### config.mk
export PLATFORM = sky130hd
export DESIGN_NAME = clkdiv_mux
export DESIGN_NICKNAME = d
export VERILOG_FILES = /design/src/rtl/clkdiv_pkg.sv /design/src/rtl/clkdiv_regs.sv /design/src/rtl/clkdiv_pow2.sv /design/src/rtl/clkdiv_lin.sv /design/src/rtl/clkdiv_mux.sv
export SDC_FILE = /design/constraint.sdc
export NUM_CORES = 1
export LEC_CHECK = 0
export ABC_AREA = 1
export BUFFER_PORTS_ARGS = -buffer_cell sky130_fd_sc_hd__buf_4
export CORE_UTILIZATION = 53
export DETAILED_ROUTE_END_ITERATION = 12
export HOLD_SLACK_MARGIN = 0.15
export MAX_ROUTING_LAYER = met4
export PLACE_DENSITY_LB_ADDON = 0.08
export SLEW_MARGIN = 5
export SYNTH_ARGS = -nofsm -noshare
export SYNTH_HDL_FRONTEND = slang
export SYNTH_SLANG_ARGS = --single-unit
### constraint.sdc
create_clock -name clk -period 6.1 [get_ports clk]
set_input_delay 0 -clock clk [delete_from_list [all_inputs] [get_ports clk]]
set_output_delay 0 -clock clk [all_outputs]
set_load 0.005 [all_outputs]
### src/rtl/clkdiv_pkg.sv
package clkdiv_pkg;
    localparam int REG_W     = 32;
    localparam int SEL_W     = 2;
    localparam int SHIFT_W   = 2;
    localparam int DIV_W     = 5;
    localparam int SEL_LSB   = 16;
    localparam int SHIFT_LSB = 4;
    localparam int DIV_LSB   = 8;
    localparam int N_SRC     = 1 << SEL_W;
    localparam int PRE_W     = (1 << SHIFT_W) - 1;
    localparam int POS_W     = PRE_W + DIV_W;
    localparam int NBYTE     = REG_W / 8;

    function automatic logic [REG_W-1:0] field_mask(input int lsb, input int w);
        logic [REG_W-1:0] one;
        one = 1;
        return ((one << w) - one) << lsb;
    endfunction

    localparam logic [REG_W-1:0] RW_MASK = field_mask(SEL_LSB, SEL_W)
                                         | field_mask(SHIFT_LSB, SHIFT_W)
                                         | field_mask(DIV_LSB, DIV_W);

    typedef struct packed {
        logic [SEL_W-1:0]   sel;
        logic [SHIFT_W-1:0] shift;
        logic [DIV_W-1:0]   div;
    } cfg_t;
endpackage

### src/rtl/clkdiv_regs.sv
module clkdiv_regs
    import clkdiv_pkg::*;
(
    input  logic             clk,
    input  logic             rst_n,
    input  logic             wr_en,
    input  logic [NBYTE-1:0] wr_strb,
    input  logic [REG_W-1:0] wr_data,
    output logic [REG_W-1:0] rd_data,
    output cfg_t             cfg
);
    typedef struct packed {
        logic [REG_W-1:0] word;
    } reg_st_t;

    reg_st_t st_d, st_q;
    logic [REG_W-1:0] bmask;

    // byte strobes widened to a bit mask
    for (genvar b = 0; b < NBYTE; b++) begin : g_bmask
        assign bmask[b*8 +: 8] = {8{wr_strb[b]}};
    end

    always_comb begin
        st_d = st_q;
        if (wr_en) begin
            st_d.word = ((st_q.word & ~bmask) | (wr_data & bmask)) & RW_MASK;
        end
    end

    always_ff @(posedge clk or negedge rst_n) begin
        if (!rst_n) st_q <= '0;
        else        st_q <= st_d;
    end

    assign rd_data   = st_q.word;
    assign cfg.sel   = st_q.word[SEL_LSB   +: SEL_W];
    assign cfg.shift = st_q.word[SHIFT_LSB +: SHIFT_W];
    assign cfg.div   = st_q.word[DIV_LSB   +: DIV_W];
endmodule

### src/rtl/clkdiv_pow2.sv
module clkdiv_pow2 #(
    parameter int SHIFT_W = 2,
    parameter int PRE_W   = (1 << SHIFT_W) - 1
) (
    input  logic               clk,
    input  logic               rst_n,
    input  logic               tick,
    input  logic [SHIFT_W-1:0] shift,
    output logic               step,
    output logic [PRE_W-1:0]   cnt_next
);
    typedef struct packed {
        logic [PRE_W-1:0] cnt;
    } pre_st_t;

    pre_st_t st_d, st_q;
    logic [PRE_W-1:0] limit;

    always_comb begin
        // limit = 2^shift - 1 as a thermometer of ones
        for (int i = 0; i < PRE_W; i++) begin
            limit[i] = (i < int'(shift));
        end
        st_d = st_q;
        step = 1'b0;
        if (tick) begin
            if (st_q.cnt == limit) begin
                st_d.cnt = '0;
                step     = 1'b1;
            end else begin
                st_d.cnt = st_q.cnt + PRE_W'(1);
            end
        end
    end

    always_ff @(posedge clk or negedge rst_n) begin
        if (!rst_n) st_q <= '0;
        else        st_q <= st_d;
    end

    assign cnt_next = st_d.cnt;
endmodule

### src/rtl/clkdiv_lin.sv
module clkdiv_lin #(
    parameter int DIV_W = 5
) (
    input  logic             clk,
    input  logic             rst_n,
    input  logic             step,
    input  logic [DIV_W-1:0] div,
    output logic             wrap,
    output logic [DIV_W-1:0] cnt_next
);
    typedef struct packed {
        logic [DIV_W-1:0] cnt;
    } lin_st_t;

    lin_st_t st_d, st_q;

    always_comb begin
        st_d = st_q;
        wrap = 1'b0;
        if (step) begin
            if (st_q.cnt == div) begin
                st_d.cnt = '0;
                wrap     = 1'b1;
            end else begin
                st_d.cnt = st_q.cnt + DIV_W'(1);
            end
        end
    end

    always_ff @(posedge clk or negedge rst_n) begin
        if (!rst_n) st_q <= '0;
        else        st_q <= st_d;
    end

    assign cnt_next = st_d.cnt;
endmodule

### src/rtl/clkdiv_mux.sv
module clkdiv_mux
    import clkdiv_pkg::*;
(
    input  logic             clk,
    input  logic             rst_n,
    input  logic [N_SRC-1:0] src_tick,
    input  logic             wr_en,
    input  logic [NBYTE-1:0] wr_strb,
    input  logic [REG_W-1:0] wr_data,
    output logic [REG_W-1:0] rd_data,
    output logic             clk_en,
    output logic             clk_out
);
    localparam int RAT_W = POS_W + 1;

    typedef struct packed {
        cfg_t act;
        logic en;
        logic out;
    } top_st_t;

    top_st_t st_d, st_q;
    cfg_t cfg;
    logic [N_SRC-1:0] hit;
    logic tick_sel, pre_step, period_end;
    logic [PRE_W-1:0] pre_next;
    logic [DIV_W-1:0] lin_next;
    logic [RAT_W-1:0] ratio, half, pos;

    clkdiv_regs u_regs (
        .clk     (clk),
        .rst_n   (rst_n),
        .wr_en   (wr_en),
        .wr_strb (wr_strb),
        .wr_data (wr_data),
        .rd_data (rd_data),
        .cfg     (cfg)
    );

    // source selector from the active setting only
    for (genvar k = 0; k < N_SRC; k++) begin : g_sel
        assign hit[k] = src_tick[k] && (st_q.act.sel == SEL_W'(k));
    end
    assign tick_sel = |hit;

    clkdiv_pow2 #(.SHIFT_W(SHIFT_W), .PRE_W(PRE_W)) u_pow2 (
        .clk      (clk),
        .rst_n    (rst_n),
        .tick     (tick_sel),
        .shift    (st_q.act.shift),
        .step     (pre_step),
        .cnt_next (pre_next)
    );

    clkdiv_lin #(.DIV_W(DIV_W)) u_lin (
        .clk      (clk),
        .rst_n    (rst_n),
        .step     (pre_step),
        .div      (st_q.act.div),
        .wrap     (period_end),
        .cnt_next (lin_next)
    );

    always_comb begin
        st_d  = st_q;
        ratio = (RAT_W'(st_q.act.div) + RAT_W'(1)) << st_q.act.shift;
        half  = (ratio + RAT_W'(1)) >> 1;
        pos   = (RAT_W'(lin_next) << st_q.act.shift) | RAT_W'(pre_next);
        if (period_end) begin
            st_d.act = cfg;
        end
        st_d.en  = period_end;
        st_d.out = (pos < half);
    end

    always_ff @(posedge clk or negedge rst_n) begin
        if (!rst_n) begin
            st_q.act <= '0;
            st_q.en  <= 1'b0;
            st_q.out <= 1'b1;
        end else begin
            st_q <= st_d;
        end
    end

    assign clk_en  = st_q.en;
    assign clk_out = st_q.out;
endmodule

==> results.toml <==
[sta]
fin_worst_skew_ns = 0.00190
finalCritPeriodShare = 0.463
tightest_slew_ns = 0.618
rsz0062_at_grt = "no"
slew_violations = 0
fmaxAchievable_mhz = 354
max-slew-margin-rel = 0.588
period_needed_ns = 2.83
hold_viol = 0
fin_setup_tns_ns = 0
setup_viol = 0

[worst_setup_path]
crit_path_start_kind = "register"
worst-r2r-setup-slack_ns = 3.27
rr_startpoint = "st_q[7]"
crit_arrival_ns = 3.04
endpoint_kind = "register"
crit_type = "reg2reg"
r2r_end = "clk_out"
ff2ff_path_depth = 16
critPathMaxFanout = 20
cp.required_ns = 6.32

[drt]
routed-via-count = 1864
ant_nets = 0
drt_iter0_drc = 90
wire_per_inst_um = 11.6
totalWireLength_mm = 4.29
via_per_inst = 5.04
first_pass_iters = 4
drcViolationCount = 0

[logic_synthesis]
postSynthAreaPerCell_sq_um = 7.64
synth_area_sq_um = 2150
ys_types = 34
synthArstFlopShare = 1.00
synthFlopType = "dfrtp_1"
ys_ff_latch = 28
synth_edf_count = 0
seq_area_frac_synth = 0.326
syn_inst = 282
ys.warnings.count = 0

[die]
die_area_sq_um = 4320
dieWidth_um = 65.8
die_y_um = 65.8
num_rows = 22
io_pins = 77
initial_utilization = 0.571
core_sq_um = 3770

[placement]
place_congestion = 0.833
postPlaceCellArea_sq_um = 2310
io_buffers = 29
post-dp-hpwl_mm = 3.18

[cts]
clk_pin_slew_ns = 0.10
cts_tree = "done"
root_buffer = "clkbuf_8"
clock-sinks = 28
cts-htree-levels = 1
clk_latency_ns = 0.28
post_cts_resized = 0
cts_buffers = 3
clockBufferDepth = 2

[cells_and_area]
areaGrowthSynthToFinish_pct = 17.0
final_area_sq_um = 2520
drive_gt1_frac = 0.177
n_antenna_cell = 0
num-nets-final = 377

[job]
maxCapViolations = 0

[global_route]
antenna_found_initial = 0
overflow = 0
grt_max_degree = 29
grt.total_usage = 0.228
grt_pass1_wl_mm = 7.39
grt_pass1_vias = 1713

[power]
p_per_area_nw_per_um2 = 284
p_leak_uw = 0.00132
irDropWorstVdd_mv = 0.184

[run_status]
outcome = "finished clean"

[min_path]
min_path_type = "in2async"
layout make-up:
cell class	count	area (sq um)
Fill cell	349	1250
Clock inverter	1	30.0
Sequential cell	28	702
Tap cell	48	60.1
Inverter	29	109
Timing Repair Buffer	43	358
Multi-Input combinational cell	218	1220
Clock buffer	3	41.3
Yosys cell counts, types with 2 or more instances:
cell type   n  area share
nor2_1     12       0.021
a21oi_1     4      0.0093
inv_1      26       0.045
buf_1       2      0.0035
nand3_1    28       0.065
o21ai_1    14       0.033
xor2_1      4       0.016
o21ai_0     6       0.014
dfrtp_1    27        0.31
buf_2       3      0.0070
nand3_2     4       0.019
xnor2_1     4       0.016
o211ai_1    4       0.014
buf_4      23       0.080
ha_1       11       0.064
mux2_2      9       0.047
inv_2       3      0.0052
nand4_1     5       0.015
nand2_1    77        0.13
nand2_2     2      0.0058
routing by layer:
metal  global-route usage  part of all wire  up-vias
met3               0.0260             0.049        4
met1                0.295              0.45      854
met4               0.0435            0.0063        0
li1                     -                 -      956
met2                0.384              0.50       50
met5                    -                 0        -
how the worst max path moves through the flow:
stage          startpoint       to  slack, ns  depth (start not counted)
2_1_floorplan     st_q[8]  clk_out       3.87                         17
3_3_place_gp      st_q[7]  clk_out       3.34                         16
3_5_place_dp      st_q[7]  clk_out       3.32                         16
4_1_cts           st_q[7]  clk_out       3.30                         16
5_1_grt           st_q[7]  clk_out       3.02                         16
6_report          st_q[7]  clk_out       3.27                         16
cell families after synthesis:
| logic type | count (synthesis) | share of synthesized area |
|---|---|---|
| adders and majority gates | 11 | 0.0639 |
| xor gates and xnor gates | 9 | 0.0401 |
| AOI/OAI and AO/OA | 31 | 0.0801 |
| muxes | 10 | 0.0517 |
| and+or+nand+nor | 134 | 0.290 |
| other | 1 | 0.00174 |
| DFF | 28 | 0.326 |
| buffers and inverters | 58 | 0.146 |
worst max-delay path: stages, from the launching register on:
cell	delay, ns
dfrtp_1	0.62
nor2_1	0.28
nand2_1	0.09
nand2_2	0.11
nand3_4	0.10
nor2_8	0.21
nand2_1	0.11
o21ai_1	0.13
nand2_1	0.10
nand3_1	0.11
nand2_1	0.08
ha_1	0.31
a21oi_1	0.14
o21ai_0	0.09
nand4_1	0.08
nand3b_1	0.09
a21oi_1	0.12
power breakdown:
part / internal (uW) / leakage (uW) / total (uW) / switching [uW]
Sequential: 224 / 0.000306 / 261 / 37.4
Combinational: 136 / 0.000982 / 306 / 169
Clock: 88.0 / 0.0000357 / 149 / 60.9
Total: 448 / 0.00132 / 716 / 268
metrics by stage:
step	util	hold WS, ns	instances	setup slack (ns)	total power (uW)
after floorplan	-	-0.296	304	3.87	490
after global placement	0.612	-0.0622	352	3.34	550
after detailed placement	0.612	-0.0646	352	3.32	557
after CTS	0.668	0.170	370	3.30	718
after global routing	0.668	0.223	370	3.02	778
final	0.668	0.186	370	3.27	716
cell usage in the layout, fill, tap and decap left out:
cell type / netlist / layout
nand2_1: 77 / 77
buf_4: 23 / 29
nand3_1: 28 / 28
dfrtp_1: 27 / 27
inv_1: 26 / 26
conb_1: 1 / 23
o21ai_1: 14 / 14
dlygate4sd3_1: 0 / 14
nor2_1: 12 / 12
ha_1: 11 / 11
mux2_2: 9 / 9
o21ai_0: 6 / 6
nand4_1: 5 / 5
xnor2_1: 4 / 4
xor2_1: 4 / 4
nand3_2: 4 / 4
o211ai_1: 4 / 4
a21oi_1: 4 / 4
inv_2: 3 / 3
clkbuf_8: 0 / 3
nand2_2: 2 / 2
xnor2_2: 1 / 1
nand3_4: 1 / 1
nor2_8: 1 / 1
mux2i_1: 1 / 1
and2_1: 1 / 1
o21ai_2: 1 / 1
a21o_1: 1 / 1
a31oi_1: 1 / 1
nor3_1: 1 / 1
nand3b_1: 1 / 1
nor2_4: 1 / 1
dfstp_2: 1 / 1
bufinv_16: 0 / 1
what timing repair did:
action,4_1_cts,5_1_grt
setup buffers,0,0
hold buffers,14,0
hold endpoints to repair,37,0
(Power assumes the default switching activity.)
